## src/rtl/esd_pkg.sv

```systemverilog
package esd_pkg;
  localparam int          CODE_W   = 8;
  localparam int          PRE_LEN  = 3;
  localparam logic [7:0]  PRE_ONES = 8'hFF;
  localparam logic [7:0]  PRE_ZERO = 8'h00;

  typedef struct packed {
    logic       f;
    logic       v;
    logic       h;
    logic [3:0] p;
  } tstat_t;

  typedef enum logic [1:0] {
    PH_CB  = 2'd0,
    PH_YA  = 2'd1,
    PH_CR  = 2'd2,
    PH_YB  = 2'd3
  } phase_e;

  // split the upper byte of a status word into its flags
  function automatic tstat_t unpack_status(input logic [7:0] xy);
    tstat_t s;
    s.f = xy[6];
    s.v = xy[5];
    s.h = xy[4];
    s.p = xy[3:0];
    return s;
  endfunction

  // protection bits expected for a given flag triple
  function automatic logic [3:0] prot_bits(input logic f, input logic v, input logic h);
    return {v ^ h, f ^ h, f ^ v, f ^ v ^ h};
  endfunction
endpackage

```

## src/rtl/esd_trs_find.sv

```systemverilog
module esd_trs_find
  import esd_pkg::*;
#(
  parameter int DATA_W = 8
) (
  input  logic              clk,
  input  logic              rst_n,
  input  logic [DATA_W-1:0] din,
  output logic              hit,
  output logic              is_ff,
  output logic              par_ok,
  output tstat_t            st
);
  localparam int LSB = DATA_W - CODE_W;

  logic [CODE_W-1:0]  code;
  logic [CODE_W-1:0]  hist [PRE_LEN];
  logic [PRE_LEN-1:0] stage_ok;

  assign code = din[DATA_W-1:LSB];

  always_ff @(posedge clk) begin
    if (!rst_n) begin
      for (int i = 0; i < PRE_LEN; i++) hist[i] <= PRE_ZERO;
    end else begin
      hist[0] <= code;
      for (int i = 1; i < PRE_LEN; i++) hist[i] <= hist[i-1];
    end
  end

  // oldest stage must be all ones, the newer ones all zeros
  for (genvar g = 0; g < PRE_LEN; g++) begin : g_stage
    if (g == PRE_LEN - 1) begin : g_ones
      assign stage_ok[g] = (hist[g] == PRE_ONES);
    end else begin : g_zero
      assign stage_ok[g] = (hist[g] == PRE_ZERO);
    end
  end

  assign hit    = &stage_ok;
  assign is_ff  = (code == PRE_ONES);
  assign st     = unpack_status(code);
  assign par_ok = (st.p == prot_bits(st.f, st.v, st.h));

  // a match needs the all-ones word three words back
  p_hit_needs_ones_r1: assert property (@(posedge clk) disable iff (!rst_n)
    is_ff |=> !hit);
endmodule

```

## src/rtl/esd_timing.sv

```systemverilog
module esd_timing
  import esd_pkg::*;
(
  input  logic   clk,
  input  logic   rst_n,
  input  logic   hit,
  input  logic   is_ff,
  input  logic   par_ok,
  input  tstat_t st,
  output logic   sav_ok,
  output logic   word_act,
  output logic   hsync,
  output logic   vsync,
  output logic   field,
  output logic   de,
  output logic   par_err
);
  logic act_q;
  logic good_code;
  logic bad_code;

  assign good_code = hit && par_ok;
  assign bad_code  = hit && !par_ok;
  assign sav_ok    = good_code && !st.h && !st.v;
  assign word_act  = act_q && !is_ff;

  always_ff @(posedge clk) begin
    if (!rst_n) begin
      act_q   <= 1'b0;
      hsync   <= 1'b0;
      vsync   <= 1'b0;
      field   <= 1'b0;
      de      <= 1'b0;
      par_err <= 1'b0;
    end else begin
      if (is_ff)       act_q <= 1'b0;
      else if (sav_ok) act_q <= 1'b1;
      if (good_code) begin
        hsync <= st.h;
        vsync <= st.v;
        field <= st.f;
      end
      de      <= word_act;
      par_err <= bad_code;
    end
  end

  p_flags_load_r2: assert property (@(posedge clk) disable iff (!rst_n)
    good_code |=> (hsync == $past(st.h)) && (vsync == $past(st.v)) && (field == $past(st.f)));

  p_flags_hold_r3: assert property (@(posedge clk) disable iff (!rst_n)
    !good_code |=> $stable(hsync) && $stable(vsync) && $stable(field));

  p_err_pulse_r3: assert property (@(posedge clk) disable iff (!rst_n)
    bad_code |=> par_err);

  p_de_stops_r4: assert property (@(posedge clk) disable iff (!rst_n)
    is_ff |=> !de);

  p_no_de_vblank_r5: assert property (@(posedge clk) disable iff (!rst_n)
    de |-> !vsync);
endmodule

```

## src/rtl/esd_demux.sv

```systemverilog
module esd_demux
  import esd_pkg::*;
#(
  parameter int DATA_W = 8
) (
  input  logic              clk,
  input  logic              rst_n,
  input  logic [DATA_W-1:0] din,
  input  logic              word_act,
  input  logic              sav_ok,
  output logic [DATA_W-1:0] y_out,
  output logic [DATA_W-1:0] cb_out,
  output logic [DATA_W-1:0] cr_out,
  output logic              pix_vld
);
  phase_e            phase;
  logic [DATA_W-1:0] cb_hold;
  logic [DATA_W-1:0] cr_hold;
  logic [DATA_W-1:0] y_hold;

  always_ff @(posedge clk) begin
    if (!rst_n) begin
      phase   <= PH_CB;
      cb_hold <= '0;
      cr_hold <= '0;
      y_hold  <= '0;
      y_out   <= '0;
      cb_out  <= '0;
      cr_out  <= '0;
      pix_vld <= 1'b0;
    end else begin
      pix_vld <= 1'b0;
      if (sav_ok) begin
        phase <= PH_CB;
      end else if (word_act) begin
        phase <= phase_e'(phase + 2'd1);
        unique case (phase)
          PH_CB: cb_hold <= din;
          PH_YA: y_hold  <= din;
          PH_CR: begin
            cr_hold <= din;
            y_out   <= y_hold;
            cb_out  <= cb_hold;
            cr_out  <= din;
            pix_vld <= 1'b1;
          end
          PH_YB: begin
            y_out   <= din;
            cb_out  <= cb_hold;
            cr_out  <= cr_hold;
            pix_vld <= 1'b1;
          end
        endcase
      end
    end
  end

  p_vld_gap_r6: assert property (@(posedge clk) disable iff (!rst_n)
    pix_vld && $past(pix_vld) |=> !pix_vld);

  p_vld_in_act_r7: assert property (@(posedge clk) disable iff (!rst_n)
    pix_vld |-> $past(word_act));
endmodule

```

## src/rtl/emb_sync_dec.sv

```systemverilog
module emb_sync_dec
  import esd_pkg::*;
#(
  parameter int DATA_W = 8
) (
  input  logic              clk,
  input  logic              rst_n,
  input  logic [DATA_W-1:0] vid_in,
  output logic              hsync,
  output logic              vsync,
  output logic              field,
  output logic              de,
  output logic              pix_vld,
  output logic [DATA_W-1:0] y_out,
  output logic [DATA_W-1:0] cb_out,
  output logic [DATA_W-1:0] cr_out,
  output logic              par_err
);
  logic   code_hit;
  logic   code_ff;
  logic   code_par_ok;
  tstat_t code_st;
  logic   sav_ok;
  logic   word_act;

  esd_trs_find #(.DATA_W(DATA_W)) u_find (
    .clk    (clk),
    .rst_n  (rst_n),
    .din    (vid_in),
    .hit    (code_hit),
    .is_ff  (code_ff),
    .par_ok (code_par_ok),
    .st     (code_st)
  );

  esd_timing u_timing (
    .clk      (clk),
    .rst_n    (rst_n),
    .hit      (code_hit),
    .is_ff    (code_ff),
    .par_ok   (code_par_ok),
    .st       (code_st),
    .sav_ok   (sav_ok),
    .word_act (word_act),
    .hsync    (hsync),
    .vsync    (vsync),
    .field    (field),
    .de       (de),
    .par_err  (par_err)
  );

  esd_demux #(.DATA_W(DATA_W)) u_demux (
    .clk      (clk),
    .rst_n    (rst_n),
    .din      (vid_in),
    .word_act (word_act),
    .sav_ok   (sav_ok),
    .y_out    (y_out),
    .cb_out   (cb_out),
    .cr_out   (cr_out),
    .pix_vld  (pix_vld)
  );

  // outputs are quiet in the cycle after reset
  p_reset_quiet_r8: assert property (@(posedge clk)
    !rst_n |=> !de && !pix_vld && !par_err && !hsync && !vsync && !field);
endmodule

```

## config.mk

```make
export PLATFORM = sky130hd
export DESIGN_NAME = emb_sync_dec
export DESIGN_NICKNAME = d
export VERILOG_FILES = /design/src/rtl/esd_pkg.sv /design/src/rtl/esd_trs_find.sv /design/src/rtl/esd_timing.sv /design/src/rtl/esd_demux.sv /design/src/rtl/emb_sync_dec.sv
export SDC_FILE = /design/constraint.sdc
export NUM_CORES = 1
export LEC_CHECK = 0
export BUFFER_PORTS_ARGS = -buffer_cell sky130_fd_sc_hd__clkbuf_2
export CAP_MARGIN = 10
export CORE_MARGIN = 4
export CORE_UTILIZATION = 51
export DETAILED_ROUTE_END_ITERATION = 7
export HOLD_SLACK_MARGIN = 0.03
export PLACE_DENSITY = 0.73
export SYNTH_ARGS = -nofsm -noshare
export SYNTH_HDL_FRONTEND = slang
export SYNTH_SLANG_ARGS = --single-unit
```

## constraint.sdc

```tcl
create_clock -name clk -period 2.1 [get_ports clk]
set_clock_uncertainty 0.05 [all_clocks]
set_input_delay 0.315 -clock clk [delete_from_list [all_inputs] [get_ports clk]]
set_output_delay 0.315 -clock clk [all_outputs]
set_load 0.01 [all_outputs]
```

== Word-level counts from Yosys, hierarchy flattened ==
Memories as Yosys holds them, arrays and structs flattened.
Cells that the tools add are included.
Word-level totals
  logic and storage cells: 63
  latch bits: 0
  input bits: 10
  output and inout port bits: 30
  register bits: 57
  memories: 1
  bits in read-only memories: 0
  RAM bits: 24
Memories
  u_find.hist: words 3, bits a word 8, rd ports 3, clocked after memory_dff 0, write ports 3, RTL line esd_trs_find.sv:17  | logic [CODE_W-1:0] hist [PRE_LEN];
Operators by class
  multipliers: 0
  shift operators: 0
  $add $sub $neg: 1
  muxes and demuxes: 8
  magnitude comparators: 0
  reduce and logical (&&, ||, !) cells: 23
  bitwise operators: 10
  div/mod/pow operators: 0
  equal/unequal tests: 6
Operator list (number)
  $pmux 8 s2: 2
  $mux 8: 3
  $reduce_and 3->1: 6
  $eq 8x8->1 const B: 2
  $logic_not 8->1: 2
  $reduce_or 2->1: 3
  $logic_and 1x1->1: 5
  $eq 2x2->1 const B: 2
  $eq 4x4->1: 1
  $logic_not 1->1: 4
  $xor 1x1->1: 4
  $mux 1: 3
  $not 1->1: 3
  $or 1x1->1: 3
  $reduce_or 3->1: 1
  $add 2x1->2 const B: 1
  $eq 2x1->1 const B: 1
  $logic_not 2->1: 1
  $reduce_bool 2->1: 1

== Longest topological paths before layout ==
  depth in word-level cells: 8
  gate-level depth with buffers: 9
  depth with buffers taken out: 6

== Cells and area by module ==
From an unflattened synthesis, not the netlist that was laid out.
Second synthesis, totals
  cell total of the unflattened synthesis: 312
  area total of the unflattened synthesis: 3309.4 sq um
By module, submodules not included
  esd_demux: sequential area each 1021.0 sq um, area an instance 2235.9 sq um, cells each 211, times used 1
  esd_trs_find: sequential area each 480.5 sq um, area an instance 843.3 sq um, cells each 79, times used 1
  esd_timing: sequential area each 120.1 sq um, area an instance 230.2 sq um, cells each 22, times used 1

== Worst setup path after synthesis ==
No wires, ideal clock.
  path type: in2reg
  start point: input vid_in[4]
  end point: register u_demux.cb_out[0]
  setup slack: 0.015 ns
  stages on the path: 9
  arrival: 1.917 ns
  data required time: 1.932 ns
  buffers on the path: 4
  library setup time: 0.118 ns
  cell sequence: clkbuf_1 -> xor2_1 -> mux2_1 -> and4_1 -> buf_6 -> a21o_1 -> buf_6 -> buf_12 -> mux2i_1
On the way
  longest elaborated chain between the ends: 7
  elaborated cells between the ends (all ways): 13
  classes of those cells: 2 x eq/ne; 4 x bitwise; 7 x reduce/logical
Ends and longest elaborated chain
  from (decl): RTL line emb_sync_dec.sv:8  | input logic [DATA_W-1:0] vid_in,
  $xor 1x1->1: RTL line esd_pkg.sv:33  | return {v ^ h, f ^ h, f ^ v, f ^ v ^ h};
  $eq 4x4->1: RTL line esd_trs_find.sv:43  | assign par_ok = (st.p == prot_bits(st.f, st.v, st.h));
  $logic_and 1x1->1: RTL line esd_timing.sv:22  | assign good_code = hit && par_ok;
  $logic_and 1x1->1 (2 in a row): RTL line esd_timing.sv:24  | assign sav_ok = good_code && !st.h && !st.v;
  $not 1->1 (no source line)
  $reduce_and 3->1 (no source line) (*)
  to (signal assigned): RTL line esd_demux.sv:43  | cb_out <= cb_hold;
  to (signal assigned): RTL line esd_demux.sv:49  | cb_out <= cb_hold;
  to (decl): RTL line esd_demux.sv:12  | output logic [DATA_W-1:0] cb_out,
Mark *: on every way between the ends. The rest lies on a longest branch, timed or not.
A chain may end at the register's enable or synchronous reset.

==> results.md <==
Worst setup path:
- The largest stage delay on the critical path is 540 ps.
- By startpoint and endpoint, the worst setup path is classified as reg -> reg.
- The arrival time reported for the critical path endpoint is 2430 ps.
- The worst setup path is captured at a flip-flop.
- The launch instance of the worst register-to-register path is u_find.hist[0][12].
- The worst setup path is launched from a flip-flop.
- The end of the worst register-to-register path is u_demux.y_out[2].
- The count of cells along the worst register-to-register path is 6.
- Of all nets on the critical path, the largest fanout is 6.
- At the worst endpoint, the required time is 2320 ps.
- The minimum setup slack among reg-to-reg paths is -100 ps.
- The cell type of the slowest stage on the worst timing path is sky130_fd_sc_hd__or4b_4.
- The critical path goes through or4b_4, nor4_4, and4_4, a21o_4, buf_12, mux2i_1.

GRT:
- For this run the aggregate overflow at the end of global routing stands at 0.
- The wire length of the first global-routing pass is approximately 11000 um.
- Entering global routing, the biggest net connects 37 pins.
- The number of global-route vias before repair came to 2232.
- The initial antenna violation count is 0.
- The combined global-route utilization of all metal layers is between 15 and 20%.

Layout:
- In the final design database the tool counted 386 nets.
- The fraction of layout cells with a size suffix above 1 is a little over a quarter.
- The antenna cell count is 0.
- The final core area utilization is 65.0%.
- The summed area of non-filler cells in the final layout is 3920 um2.
- In the layout the commonest cells are 81 x sky130_fd_sc_hd__dfxtp_1, 77 x sky130_fd_sc_hd__nand2_1, 47 x sky130_fd_sc_hd__mux2i_1, 39 x sky130_fd_sc_hd__clkbuf_2, 21 x sky130_fd_sc_hd__buf_4.
- The leading cell type in the layout, fill and taps excluded is sky130_fd_sc_hd__dfxtp_1.
- The number of standard cells in the final layout excluding fillers is 451.
- Relative to the synthesized area, the layout overhead comes to 21.8%.

STA:
- The count of endpoints failing setup in the final report is between 40 and 50.
- The worst pin sits at a relative slew slack of 50.6%.
- The hold violation count in the final report is 0.
- The final critical-path setup slack is -103 ps.
- Setup repair after global routing could not meet its margin everywhere.
- After layout, the worst path uses 105% of the clock period.
- The worst hold slack across all endpoints is 288 ps.
- The actual slew at the worst max-slew pin is 741 ps.
- The setup TNS is -2710 ps.
- For this run, the top clock speed supported by timing is 0.454 GHz.
- The number of slew-limit violations in the final report was 0.
- The shortest clock period the worst path allows after layout is 2200 ps.

Logic synthesis:
- The synthesized design spends more area on one cell type than any other, namely sky130_fd_sc_hd__dfxtp_1.
- The synthesized area divided by synthesized cell count is slightly above 10 um2.
- The synthesized netlist occupies a cell area of 3220 um2.
- The area share of the leading cell type in the synthesized netlist is 50.4%.
- By area the synthesized netlist is led by sky130_fd_sc_hd__dfxtp_1 50%, sky130_fd_sc_hd__mux2i_1 15%, sky130_fd_sc_hd__nand2_1 9.0%.
- The warning count from the yosys run is 0.
- The net count after synthesis is 330.
- The fraction of the yosys area taken by sequential cells is 50.4%.
- The cell count after synthesis is roughly 320.
- Counting flops and latches in the post-synthesis netlist gives slightly above 80.
- Synthesis instantiated 32 different standard cells from the library.

Power:
- The analysis attributes to cell leakage a power of 1.80 nW.
- Of the total power, registers draw 49.1%.
- The maximum ir drop on the vdd rail is roughly 460 uV.
- The fraction of power consumed by combinational cells is 4.4%.
- The power density normalized to cell area is between 800 and 900 nW/um2.
- Of the total power, the share spent switching nets is 20.7%.
- The clock network is responsible for 46.5% of the overall power.
- The internal portion of the total power is 2.52 mW.
- For this design the total switching power over the nets is 657 uW.
- The overall power is 3.18 mW.

Detailed routing:
- In this run the remaining antenna-violating nets after routing total 0.
- Across all layers, the routed design uses approximately 2300 vias.
- In this run, the number of DRC markers left after iteration 0 of detailed routing was 173.
- After detailed routing, the average wire length per cell comes to between 15 and 20 um.
- After detailed routing, the number of vias per cell comes to 5.10.
- The DRC violation count after routing is 0.
- The aggregate routed wire length is just under 7000 um.
- The first detailed-routing pass took 4 iterations.

Die:
- 40 I/O pins were placed.
- The area of the die is roughly 7600 um2.
- Row generation in the floorplan step produced 28 rows.
- The vertical die dimension is 87.4 um.
- The floorplan step set the die width to 87.4 um.
- The initial core utilization is between 50% and 60%.
- The core region is 6030 um2.

Clocking:
- The H-tree generated during clock tree synthesis spans 3 levels.
- For this design, the sink count on the clock tree is 81.
- The clock transition at the register clock pins on the worst setup and hold paths after CTS is 80 ps.
- The tree is rooted in a sky130_fd_sc_hd__clkbuf_8.
- The total clock buffers created by CTS is 9.
- The TritonCTS clock tree is built.
- Hold repair after CTS inserted 0 buffers.
- The worst-skew pair later-pin latency is 350 ps.
- Counting along the longest clock path gives a buffer depth of 2.

Min path:
- The path class of the tightest hold or removal check is in -> reg.
- The worst hold path terminates at u_find.hist[0][7].
- The startpoint identified for the worst hold timing path is vid_in[7].
- The worst hold path passes through 3 cells.

Status:
- The checks that failed: negative setup slack.
- The run finished, with violations left.

Placed design:
- The instance area at placement is 3580 um2.
- The routability congestion estimate from global placement is ~0.8.
- The wire-length estimate of the detail-placed layout is 4700 um.
- The instance count after placement with tap cells included is 433.
- Before CTS, the worst setup slack after placement is -227 ps.
- The number of buffers inserted by port buffering is 39.

Flow run:
- The max-capacitance violation count is 0.
-- registers in the layout, summed over array words and instances, names as in the netlist --
signal,cells
u_timing.field,1
u_demux.cb_hold,8
u_demux.cb_out,8
u_demux.phase,2
u_demux.cr_hold,8
u_timing.hsync,1
u_demux.cr_out,8
u_demux.pix_vld,1
u_timing.vsync,1
u_demux.y_hold,8
u_timing.act_q,1
u_timing.par_err,1
u_find.hist,24
u_timing.de,1
u_demux.y_out,8
-- cells in the mapped netlist --
cell type and count:
sky130_fd_sc_hd__dfxtp_1 81, sky130_fd_sc_hd__nand2_1 77, sky130_fd_sc_hd__mux2i_1 47, sky130_fd_sc_hd__and2_1 19, sky130_fd_sc_hd__mux2_2 15, sky130_fd_sc_hd__clkbuf_1 13, sky130_fd_sc_hd__inv_1 12, sky130_fd_sc_hd__ha_1 5
sky130_fd_sc_hd__o22ai_1 4, sky130_fd_sc_hd__a21oi_2 3, sky130_fd_sc_hd__and4_1 3, sky130_fd_sc_hd__buf_6 3, sky130_fd_sc_hd__nor2_1 3, sky130_fd_sc_hd__nor2b_1 3, sky130_fd_sc_hd__or4_1 3, sky130_fd_sc_hd__xor2_1 3
sky130_fd_sc_hd__a21oi_1 2, sky130_fd_sc_hd__buf_12 2, sky130_fd_sc_hd__nand4_1 2, sky130_fd_sc_hd__nor3b_1 2, sky130_fd_sc_hd__o21ai_0 2, sky130_fd_sc_hd__a211oi_1 1, sky130_fd_sc_hd__a21o_1 1, sky130_fd_sc_hd__a41oi_1 1
sky130_fd_sc_hd__buf_1 1, sky130_fd_sc_hd__mux2_1 1, sky130_fd_sc_hd__nand4b_1 1, sky130_fd_sc_hd__nor4_2 1, sky130_fd_sc_hd__o211a_1 1, sky130_fd_sc_hd__or4b_1 1, sky130_fd_sc_hd__xnor2_1 1, sky130_fd_sc_hd__xor3_1 1
-- routing by layer --
metal	vias up	GRT usage, %	part of all wire (%)
li1	1159	-	-
met1	1081	26.4	48
met2	50	29.0	46
met3	9	5.77	4.9
met4	0	6.97	1.6
met5	-	0	0
-- worst max-delay path: cells and delay by family (launching register included) --
family,cells,cell delay [ps]
buffers and inverters,1,150
muxes,1,220
DFF,1,310
and+or+nand+nor,3,1200
AOI/OAI and AO/OA,1,190
-- final cells by class --
type / instances / area, um2
clock buffers: 9 / 124
clock inverters: 7 / 143
fillers: 505 / 2110
inverters: 12 / 45.0
multi-input cells: 203 / 1450
flip-flops and latches: 81 / 1620
well taps: 75 / 93.8
repair buffers: 64 / 445
-- repair_timing --
action                                  4_1_cts  5_1_grt
endpoints found under the hold margin         0        0
cloned                                        1        1
setup buffers                                 0        0
resized for setup                             5        0
endpoints found under the setup margin       55       54
pin swaps                                     2        3
-- logic make-up (layout without fill, tap and decap cells) --
family / Yosys count / after routing / share of synthesized area, %
AO/OA/AOI/OAI: 15 / 15 / 3.27
XOR/XNOR: 5 / 5 / 1.83
adder cells (fa/ha/maj): 5 / 5 / 1.95
buffers and inverters: 31 / 92 / 5.33
flip-flops: 81 / 81 / 50.4
multiplexers: 63 / 63 / 20.2
AND/OR/NAND/NOR: 115 / 115 / 17.0
-- worst max path at each step --
stage | from | endpoint | cells past startpoint
floorplan | vid_in[4] | u_demux.cb_out[0] | 9
global placement | u_find.hist[0][1] | u_demux.y_out[2] | 6
detailed placement | u_find.hist[0][1] | u_demux.y_out[2] | 6
CTS | u_find.hist[0][12] | u_demux.y_out[2] | 6
global route | u_find.hist[0][12] | u_demux.y_out[2] | 6
finish | u_find.hist[0][12] | u_demux.y_out[2] | 6
-- power by group through the flow --
| stage | registers, mW | logic, mW | clock network [mW] |
|---|---|---|---|
| 2_1_floorplan | 1.59 | 0.0804 | 0 |
| 3_3_place_gp | 1.60 | 0.136 | 0 |
| 3_5_place_dp | 1.60 | 0.138 | 0 |
| 4_1_cts | 1.56 | 0.140 | 1.50 |
| 5_1_grt | 1.56 | 0.154 | 1.57 |
| 6_report | 1.56 | 0.141 | 1.48 |
Note: power is estimated with default switching activity, not from simulation.
